`src/rtl/regstack_pkg.sv`:
```
`timescale 1ns/1ps
package regstack_pkg;
  localparam logic [1:0] GRP_REG  = 2'd0;
  localparam logic [1:0] GRP_PAGE = 2'd1;
  localparam logic [1:0] GRP_SYS  = 2'd2;

  typedef enum logic [4:0] {
    OP_NONE, OP_TAX, OP_TXA, OP_TAY, OP_TYA,
    OP_INX, OP_DEX, OP_INY, OP_DEY,
    OP_PUSH, OP_POP, OP_TSX, OP_TXS,
    OP_RD_DP, OP_WR_DP, OP_RD_IP, OP_LD_SP, OP_RD_SP,
    OP_SEI, OP_CLI, OP_SEC, OP_CLC, OP_CLV
  } rs_op_e;
endpackage

```
`src/rtl/regstack_decode.sv`:
```
`timescale 1ns/1ps
module regstack_decode
  import regstack_pkg::*;
(
  input  logic       en_i,
  input  logic [1:0] grp_i,
  input  logic [3:0] sub_i,
  output rs_op_e     op_o
);
  always_comb begin
    op_o = OP_NONE;
    if (en_i) begin
      unique case (grp_i)
        GRP_REG: begin
          case (sub_i)
            4'h0: op_o = OP_TAX;
            4'h1: op_o = OP_TXA;
            4'h2: op_o = OP_TAY;
            4'h3: op_o = OP_TYA;
            4'h4: op_o = OP_INX;
            4'h5: op_o = OP_DEX;
            4'h6: op_o = OP_INY;
            4'h7: op_o = OP_DEY;
            4'h8: op_o = OP_PUSH;
            4'h9: op_o = OP_POP;
            4'hA: op_o = OP_TSX;
            4'hB: op_o = OP_TXS;
            default: op_o = OP_NONE;
          endcase
        end
        GRP_PAGE: begin
          case (sub_i)
            4'h0: op_o = OP_RD_DP;
            4'h1: op_o = OP_WR_DP;
            4'h2: op_o = OP_RD_IP;
            4'h3: op_o = OP_LD_SP;
            4'h4: op_o = OP_RD_SP;
            default: op_o = OP_NONE;
          endcase
        end
        GRP_SYS: begin
          case (sub_i)
            4'h1: op_o = OP_SEI;
            4'h2: op_o = OP_CLI;
            4'h3: op_o = OP_SEC;
            4'h4: op_o = OP_CLC;
            4'h5: op_o = OP_CLV;
            default: op_o = OP_NONE;
          endcase
        end
        default: op_o = OP_NONE;
      endcase
    end
  end
endmodule

```
`src/rtl/regstack_ram.sv`:
```
`timescale 1ns/1ps
module regstack_ram #(
  parameter int AW = 8,
  parameter int DW = 8
) (
  input  logic          clk,
  input  logic          we_i,
  input  logic [AW-1:0] waddr_i,
  input  logic [DW-1:0] wdata_i,
  input  logic          re_i,
  input  logic [AW-1:0] raddr_i,
  output logic [DW-1:0] rdata_o
);
  localparam int DEPTH = 1 << AW;
  logic [DW-1:0] mem [DEPTH];

  always_ff @(posedge clk) begin
    if (we_i) mem[waddr_i] <= wdata_i;
  end

  always_ff @(posedge clk) begin
    if (re_i) rdata_o <= mem[raddr_i];
  end
endmodule

```
`src/rtl/regstack_flags.sv`:
```
`timescale 1ns/1ps
module regstack_flags #(
  parameter int DW = 8
) (
  input  logic          clk,
  input  logic          rst,
  input  logic          zn_we_i,
  input  logic [DW-1:0] zn_val_i,
  input  logic          c_set_i,
  input  logic          c_clr_i,
  input  logic          i_set_i,
  input  logic          i_clr_i,
  input  logic          v_clr_i,
  input  logic          ld_i,
  input  logic [3:0]    ld_val_i,
  output logic          c_o,
  output logic          z_o,
  output logic          n_o,
  output logic          v_o,
  output logic          i_o
);
  always_ff @(posedge clk) begin
    if (rst) begin
      c_o <= 1'b0; z_o <= 1'b0; n_o <= 1'b0; v_o <= 1'b0; i_o <= 1'b0;
    end else if (ld_i) begin
      {v_o, n_o, z_o, c_o} <= ld_val_i;
    end else begin
      if (zn_we_i) begin
        z_o <= (zn_val_i == '0);
        n_o <= zn_val_i[DW-1];
      end
      if (c_set_i) c_o <= 1'b1;
      if (c_clr_i) c_o <= 1'b0;
      if (i_set_i) i_o <= 1'b1;
      if (i_clr_i) i_o <= 1'b0;
      if (v_clr_i) v_o <= 1'b0;
    end
  end

  // a register write refreshes Z and N and leaves C untouched
  a_r4_zn_update: assert property (@(posedge clk) disable iff (rst)
    (zn_we_i && !ld_i) |=> (z_o == ($past(zn_val_i) == '0)) && (n_o == $past(zn_val_i[DW-1])) && $stable(c_o));
  // carry set and clear
  a_r10_sec: assert property (@(posedge clk) disable iff (rst) (c_set_i && !ld_i) |=> c_o);
  a_r10_clc: assert property (@(posedge clk) disable iff (rst) (c_clr_i && !ld_i) |=> !c_o);
  a_r10_clv: assert property (@(posedge clk) disable iff (rst) (v_clr_i && !ld_i) |=> !v_o && $stable(c_o));
endmodule

```
`src/rtl/regstack_unit.sv`:
```
`timescale 1ns/1ps
module regstack_unit
  import regstack_pkg::*;
#(
  parameter int DW = 8
) (
  input  logic          clk,
  input  logic          rst,
  input  logic          exec_i,
  input  logic [1:0]    grp_i,
  input  logic [3:0]    sub_i,
  input  logic [DW-1:0] imm_i,
  input  logic          ipage_ld_i,
  input  logic [DW-1:0] ipage_val_i,
  input  logic          flag_ld_i,
  input  logic [3:0]    flag_val_i,
  output logic [DW-1:0] a_o,
  output logic [DW-1:0] x_o,
  output logic [DW-1:0] y_o,
  output logic [DW-1:0] sp_o,
  output logic [DW-1:0] dpage_o,
  output logic [DW-1:0] ipage_o,
  output logic          flg_c_o,
  output logic          flg_z_o,
  output logic          flg_n_o,
  output logic          flg_v_o,
  output logic          flg_i_o
);
  localparam logic [DW-1:0] ONE = DW'(1);

  rs_op_e        op;
  logic          pop_pend;
  logic          accept;
  logic [DW-1:0] pop_data;
  logic          zn_we;
  logic [DW-1:0] zn_val;

  assign accept = exec_i && !pop_pend;

  regstack_decode u_dec (
    .en_i (accept),
    .grp_i(grp_i),
    .sub_i(sub_i),
    .op_o (op)
  );

  regstack_ram #(.AW(DW), .DW(DW)) u_stack (
    .clk    (clk),
    .we_i   (op == OP_PUSH),
    .waddr_i(sp_o),
    .wdata_i(a_o),
    .re_i   (op == OP_POP),
    .raddr_i(sp_o + ONE),
    .rdata_o(pop_data)
  );

  always_comb begin
    zn_we  = 1'b1;
    zn_val = '0;
    unique case (op)
      OP_TAX, OP_TAY: zn_val = a_o;
      OP_TXA:         zn_val = x_o;
      OP_TYA:         zn_val = y_o;
      OP_INX:         zn_val = x_o + ONE;
      OP_DEX:         zn_val = x_o - ONE;
      OP_INY:         zn_val = y_o + ONE;
      OP_DEY:         zn_val = y_o - ONE;
      OP_TSX, OP_RD_SP: zn_val = sp_o;
      OP_RD_DP:       zn_val = dpage_o;
      OP_RD_IP:       zn_val = ipage_o;
      default:        zn_we  = 1'b0;
    endcase
    if (pop_pend) begin
      zn_we  = 1'b1;
      zn_val = pop_data;
    end
  end

  always_ff @(posedge clk) begin
    if (rst) begin
      a_o      <= '0;
      x_o      <= '0;
      y_o      <= '0;
      sp_o     <= '1;
      dpage_o  <= '0;
      ipage_o  <= '0;
      pop_pend <= 1'b0;
    end else begin
      pop_pend <= (op == OP_POP);
      if (ipage_ld_i) ipage_o <= ipage_val_i;
      unique case (op)
        OP_TXA, OP_TYA, OP_RD_DP, OP_RD_IP, OP_RD_SP: a_o <= zn_val;
        OP_TAX, OP_INX, OP_DEX, OP_TSX:               x_o <= zn_val;
        OP_TAY, OP_INY, OP_DEY:                       y_o <= zn_val;
        OP_PUSH: sp_o    <= sp_o - ONE;
        OP_POP:  sp_o    <= sp_o + ONE;
        OP_TXS:  sp_o    <= x_o;
        OP_LD_SP: sp_o   <= imm_i;
        OP_WR_DP: dpage_o <= a_o;
        default: ;
      endcase
      if (pop_pend) a_o <= pop_data;
    end
  end

  regstack_flags #(.DW(DW)) u_flags (
    .clk     (clk),
    .rst     (rst),
    .zn_we_i (zn_we),
    .zn_val_i(zn_val),
    .c_set_i (op == OP_SEC),
    .c_clr_i (op == OP_CLC),
    .i_set_i (op == OP_SEI),
    .i_clr_i (op == OP_CLI),
    .v_clr_i (op == OP_CLV),
    .ld_i    (flag_ld_i && !exec_i && !pop_pend),
    .ld_val_i(flag_val_i),
    .c_o     (flg_c_o),
    .z_o     (flg_z_o),
    .n_o     (flg_n_o),
    .v_o     (flg_v_o),
    .i_o     (flg_i_o)
  );

  // push moves SP down by one, wrapping
  a_r5_push_dec: assert property (@(posedge clk) disable iff (rst)
    (accept && grp_i == GRP_REG && sub_i == 4'h8) |=> sp_o == $past(sp_o) - ONE);
  // pop moves SP up by one
  a_r6_pop_inc: assert property (@(posedge clk) disable iff (rst)
    (accept && grp_i == GRP_REG && sub_i == 4'h9) |=> sp_o == $past(sp_o) + ONE);
  // strobe during the pop gap has no effect on X, Y, SP or data page
  a_r6_gap_ignored: assert property (@(posedge clk) disable iff (rst)
    (pop_pend && exec_i) |=> $stable(x_o) && $stable(y_o) && $stable(sp_o) && $stable(dpage_o));
  // SP load from X leaves the flags alone
  a_r7_txs_flags: assert property (@(posedge clk) disable iff (rst)
    (accept && grp_i == GRP_REG && sub_i == 4'hB && !flag_ld_i) |=>
      $stable(flg_z_o) && $stable(flg_n_o) && $stable(flg_c_o) && sp_o == $past(x_o));
  // idle cycle changes nothing
  a_r12_idle: assert property (@(posedge clk) disable iff (rst)
    (!exec_i && !pop_pend && !flag_ld_i && !ipage_ld_i) |=>
      $stable(a_o) && $stable(x_o) && $stable(y_o) && $stable(sp_o) && $stable(dpage_o)
      && $stable(ipage_o) && $stable(flg_z_o) && $stable(flg_n_o) && $stable(flg_c_o));
endmodule

```
`config.mk`:
```
export PLATFORM = sky130hd
export DESIGN_NAME = regstack_unit
export DESIGN_NICKNAME = d
export VERILOG_FILES = /design/src/rtl/regstack_pkg.sv /design/src/rtl/regstack_decode.sv /design/src/rtl/regstack_ram.sv /design/src/rtl/regstack_flags.sv /design/src/rtl/regstack_unit.sv
export SDC_FILE = /design/constraint.sdc
export NUM_CORES = 2
export LEC_CHECK = 0
export BUFFER_PORTS_ARGS = -buffer_cell sky130_fd_sc_hd__buf_2
export CAP_MARGIN = 20
export CORE_MARGIN = 2
export CORE_UTILIZATION = 30
export CTS_CLUSTER_DIAMETER = 120
export DETAILED_ROUTE_END_ITERATION = 8
export PLACE_DENSITY = 0.42
export SYNTH_ARGS = -nofsm -noshare
export SYNTH_HDL_FRONTEND = slang
export SYNTH_HIERARCHICAL = 1
export SYNTH_SLANG_ARGS = --single-unit
export TNS_END_PERCENT = 5
```
`constraint.sdc`:
```
create_clock -name clk -period 5.65 [get_ports clk]
set_input_delay 1.13 -clock clk [delete_from_list [all_inputs] [get_ports clk]]
set_output_delay 1.13 -clock clk [all_outputs]
set_load 0.02 [all_outputs]
```
==> Yosys cells after proc, flatten, opt, wreduce, memory -nomap -nowiden <==
Memory sizes are Yosys's and may differ from the RTL's. A register that Yosys moved wholly into a read port is not among the register bits.
Cells that the tools add are included.
{ "classes": {"addsub": 6, "n_eq_ne": 29, "mux": 24, "bitwise": 1, "n_reduce_logical": 21} }
{ "op_table": {"columns": ["op", "count"], "rows": [
  ["8-bit case mux with 10 select lines", 1],
  ["5-bit case mux with 5 select lines", 2],
  ["5-bit by 4-bit == test with 1-bit output (second input constant)", 8],
  ["5-bit == test (second input constant)", 7],
  ["8-bit case mux with 4 select lines", 1],
  ["8-bit by 1-bit adder with 8-bit output (second input constant)", 3],
  ["8-bit two-way mux", 3],
  ["8-bit by 1-bit subtractor with 8-bit output (second input constant)", 3],
  ["5-bit by 3-bit == test with 1-bit output (second input constant)", 4],
  ["1-bit two-way mux", 15],
  ["5-bit case mux with 3 select lines", 1],
  ["12-bit OR reduction", 1],
  ["5-bit by 2-bit == test with 1-bit output (second input constant)", 2],
  ["4-bit by 2-bit == test with 1-bit output (second input constant)", 2],
  ["4-bit by 3-bit == test with 1-bit output (second input constant)", 2],
  ["8-bit logical NOT", 1],
  ["2-bit nonzero test", 4],
  ["5-bit by 1-bit == test with 1-bit output (second input constant)", 1],
  ["5-bit two-way mux", 1],
  ["5-bit OR reduction", 1],
  ["4-bit by 1-bit == test with 1-bit output (second input constant)", 1],
  ["4-bit logical NOT", 1],
  ["4-bit nonzero test", 1],
  ["2-bit OR reduction", 2],
  ["10 further kinds", 13]
]} }
{ "totals": {"regBits": 54, "mem_bits_rw": 2048, "romBits": 64, "inputBits": 31, "output_inout_bits": 53, "word_cells": 95, "mem_count": 2} }
{ "memory_table": {"columns": ["name", "words", "width", "read_ports", "rd_ports_with_merged_regs", "write_ports", "line", "source"], "rows": [
  ["u_stack.mem", 256, 8, 1, 1, 1, "regstack_ram.sv:15", "logic [DW-1:0] mem [DEPTH];"],
  ["(no name shown)", 16, 4, 1, 0, 0, "regstack_decode.sv:15", "case (sub_i)"]
]} }

==> Logic depth before layout (Yosys ltp) <==
{ "logic_depth": {"word_depth": 11, "ltp_mapped": 20, "ltp_nobuf": 19} }

==> Cells and area by module <==
Netlist, hierarchy kept.
{ "by_module_without_submodules": {"columns": ["module", "n_inst", "cells_per_inst", "area_per_inst_um2", "seq_area_each_um2"], "rows": [
  ["regstack_ram", 1, 3733, 79636.4, 61739.2],
  ["regstack_unit", 1, 437, 3474.6, 980.9],
  ["regstack_decode", 1, 43, 315.3, 0.0],
  ["regstack_flags", 1, 27, 229.0, 100.1]
]} }

==> Worst setup path after synthesis <==
Ideal clock, no wire load.
{ "synth_path": {"kind": "reg2reg", "startpoint": "register a_o[5]", "endpoint": "register u_flags.z_o", "setup_ns": 0.121, "arrival_time_ns": 4.871, "t_required_ns": 5.529, "setup_slack_ns": 0.658, "stages_incl_launch_ff": 9, "path_buffers": 0, "period_less_slack_ns": 4.992, "cell_sequence": "dfxtp_1 > a222oi_1 > and3_1 > o221ai_1 > a22oi_1 > inv_1 > nor3_1 > nand3_1 > o21ai_0"} }
{ "synth_between": {"elab_chain_cells": 5} }
{ "synth_rtl": {"columns": ["element", "line", "source"], "rows": [
  ["start: declaration", "regstack_unit.sv:17", "output logic [DW-1:0] a_o,"],
  ["start signal: assignment", "regstack_unit.sv:92", "OP_TXA, OP_TYA, OP_RD_DP, OP_RD_IP, OP_RD_SP: a_o <= zn_val;"],
  ["start signal: assignment", "regstack_unit.sv:102", "if (pop_pend) a_o <= pop_data;"],
  ["8-bit case mux with 10 select lines", "regstack_unit.sv:60", "unique case (op)"],
  ["8-bit two-way mux", "regstack_unit.sv:73", "if (pop_pend) begin"],
  ["net zn_val[5]", "regstack_unit.sv:36", "logic [DW-1:0] zn_val;"],
  ["8-bit logical NOT", "regstack_flags.sv:29", "z_o <= (zn_val_i == '0);"],
  ["1-bit two-way mux", "regstack_flags.sv:28", "if (zn_we_i) begin"],
  ["1-bit two-way mux", "regstack_flags.sv:25", "end else if (ld_i) begin"],
  ["end signal: assignment", "regstack_flags.sv:26", "{v_o, n_o, z_o, c_o} <= ld_val_i;"],
  ["end signal: assignment", "regstack_flags.sv:29", null],
  ["end: declaration", "regstack_flags.sv:17", "output logic z_o,"]
]} }
The timed path passes the listed nets, and every way through them passes these cells. The select of a mux whose other input is x is not followed.
A chain may end at the register's enable or synchronous reset.

==> Worst setup path in the final report <==
{ "layout_path": {"startpoint": "register sp_o[0]", "endpoint": "register u_stack.rdata_o[2], read port of u_stack.mem, data pin"} }
{ "layout_between": {"elab_chain_cells": 1} }
{ "layout_rtl": {"columns": ["element", "line", "source"], "rows": [
  ["start: declaration", "regstack_unit.sv:20", "output logic [DW-1:0] sp_o,"],
  ["start signal: assignment", "regstack_unit.sv:95", "OP_PUSH: sp_o <= sp_o - ONE;"],
  ["start signal: assignment", "regstack_unit.sv:96", "OP_POP: sp_o <= sp_o + ONE;"],
  ["start signal: assignment", "regstack_unit.sv:97", "OP_TXS: sp_o <= x_o;"],
  ["8-bit by 1-bit adder with 8-bit output", "regstack_unit.sv:53", ".raddr_i(sp_o + ONE),"],
  ["end: declaration", "regstack_ram.sv:12", "output logic [DW-1:0] rdata_o"]
]} }
Every way passes these cells.

==> results.yml <==
timing:
  rsz0062_at_grt: "no"
  finalSetupTns_ns: 0
  relSlewSlack: 0.2402
  period_needed_ns: 4.747
  slew_violations: 0
  fin_ws_ns: 0.9027
  setup_viol: 0
  finalHoldViolations: 0
  fin_crit_sh: 0.8402
  worst_slew_pin_slew_ns: 1.111
  skew_ns: 0.05409
  fmax_mhz: 210.6
critical_path:
  r2r_setup_slack_ns: 0.90
  critPathSlowestCell: "a2111oi_0"
  cp.required_ns: 6.36
  crit_path_max_fanout: 15
  critPathLaunchType: "register"
  cp.arrival_ns: 5.46
  crit_top_cell: "buf_4"
  critPathKind: "reg -> reg"
  slowest_delay_ns: 0.93
  cp_cell_sequence: "buf_4, ha_1, xor2_4, inv_2, buf_4, mux4_2, nor2_1, a2111oi_0, nor3_1, nor4_2"
  cp-end-kind: "register"
  r2r_cells: 10
finish:
  final_cell_mix: "edfxtp_1, mux4_2, buf_4"
  final_util: 0.3536
  final_common_cell: "edfxtp_1"
  nets: 4760
  drive_gt1_frac: 0.2729
  regArea_um2: 62850
  fillers: 25860
  multiInputGateArea_um2: 19340
  area_growth_pct: 17.08
global_route:
  grt_max_degree: 177
  grt_pass1_wl_um: 352000
  track_usage: 0.1723
  grt_pass1_vias: 44800
  overflow: 0
  antenna_found_initial: 15
die:
  core_um2: 277000
  die_x_um: 532.1
  start_util: 0.3020
  pin_count: 84
  die_h_um: 532.1
  rows: 193
  dieArea_um2: 283100
routing:
  wl_um: 248300
  wire_per_inst_um: 28.84
  drt_iter0_drc: 4002
  dr.pass1.iters: 6
  postRouteAntennaNets: 0
  via_per_inst: 5.065
  vias: 43600
  drc: 0
synth:
  synth_area_leader_cell: "edfxtp_1"
  avgSynthCellArea_um2: 19.73
  synth_area_leaders: "edfxtp_1, mux4_2, mux2i_1"
  ys_ff_latch: 2110
  synth_warnings: 6
  async_flop_share: 0
  syn-num-nets: 4286
  synth_top_area_frac: 0.7380
  synth_ff_type: "edfxtp_1"
  synthCells: 4240
  synth_edf_count: 2056
  syn_area_um2: 83660
  ys_types: 90
  synth_seq_area_share: 0.7509
clock_tree:
  htreeDepth: 4
  cts-root-buf: "clkbuf_16"
  postCtsSetupBuffers: 0
  numClockSinks: 2110
  cts_max_path_buffers: 4
  clkTransAtPathRegs_ns: 0.06
  cts-resized-gates: 0
  cts_hold_buf: 0
  clk_latency_ns: 0.89
  cts_made_buffers: 228
  tritoncts: "done"
placed_design:
  dp_hpwl_um: 155800
  port_buffers: 83
  globalplace.congestion: 0.8392
  pre_cts_slack_ns: 0.3864
power:
  ir_worst_vdd_mv: 0.2303
  p_total_mw: 34.43
  cellPowerDensity_nw_per_um2: 351.5
  p_leak_nw: 28.00
min_path:
  min_path_cells: 3
  min_path_type: "in -> reg"
job:
  drv_cap: 0
run_status:
  status: "completed"
-- cell type report --
| type | instances | share of cell area |
|---|---|---|
| inverter | 15 | 0.0006515 |
| clock buffer | 278 | 0.06038 |
| sequential | 2110 | 0.6417 |
| tap | 3705 | 0.04733 |
| antenna | 9 | 0.0002299 |
| timing repair buffer | 515 | 0.03980 |
| clock inverter | 133 | 0.01247 |
| multi-input combinational | 1844 | 0.1975 |
-- where the power goes --
group / switching (mW) / total, mW / internal (mW)
clock network: 6.14 / 14.5 / 8.40
logic: 1.84 / 2.66 / 0.819
registers: 0.0732 / 17.2 / 17.2
total: 8.05 / 34.4 / 26.4
-- synthesized netlist by cell type, types with 35 or more instances --
cell	n
a21oi_1	125
a22oi_1	141
buf_2	38
clkbuf_1	132
dfxtp_1	54
edfxtp_1	2056
mux2i_1	160
mux4_2	454
nand2_1	75
nand3_1	40
nor2_1	344
nor2b_1	42
nor3_1	35
o221ai_1	49
-- flip-flops by register name, indices dropped and copies added, names as in the netlist, 8 cells and up --
name             count
ipage_o              8
sp_o                 8
dpage_o              8
a_o                  8
y_o                  8
u_stack/rdata_o      8
u_stack/mem       2048
x_o                  8
-- final timing paths --
kind | startpoint | endpoint
min | ipage_val_i[0] | ipage_o[0]
max reg2reg | sp_o[0] | u_stack/rdata_o[2]
max | sp_o[0] | u_stack/rdata_o[2]
min reg2reg | dpage_o[3] | dpage_o[3]
-- metal layers --
layer / track usage / wire, µm
met2: 0.2756 / 117400
met3: 0.02345 / 11570
met4: 0.04268 / 5987
met5: 0 / 8
met1: 0.2472 / 113300
-- kinds of logic (layout without fill, tap and decap cells) --
group,Yosys count,after routing,share of synthesized area
compound gates,529,529,0.04478
xor+xnor,19,19,0.001989
fa+ha+maj,15,15,0.002333
buf+inv,286,941,0.02007
flops,2110,2110,0.7509
mux,621,621,0.1427
other cells,0,9,0
simple gates,660,660,0.03721
-- worst max-delay path: cells and delay by family (launching register included) --
kind / cells / cell delay (ns)
buf+inv: 3 / 1.05
mux: 1 / 0.39
xor+xnor: 1 / 0.56
fa+ha+maj: 1 / 0.37
flops: 1 / 0.50
compound gates: 1 / 0.93
simple gates: 3 / 0.75
-- through the flow --
step / cell area [µm²] / hold WS, ns / cells
4_1_cts: 97920 / 0.3999 / 8599
3_5_place_dp: 90780 / 0.4916 / 8188
3_3_place_gp: 90760 / 0.4888 / 8186
5_1_grt: 97940 / 0.4567 / 8604
6_report: 97950 / 0.4791 / 8609
2_1_floorplan: 83660 / 0.5304 / 4240
Note: power is estimated with default switching activity, not from simulation.
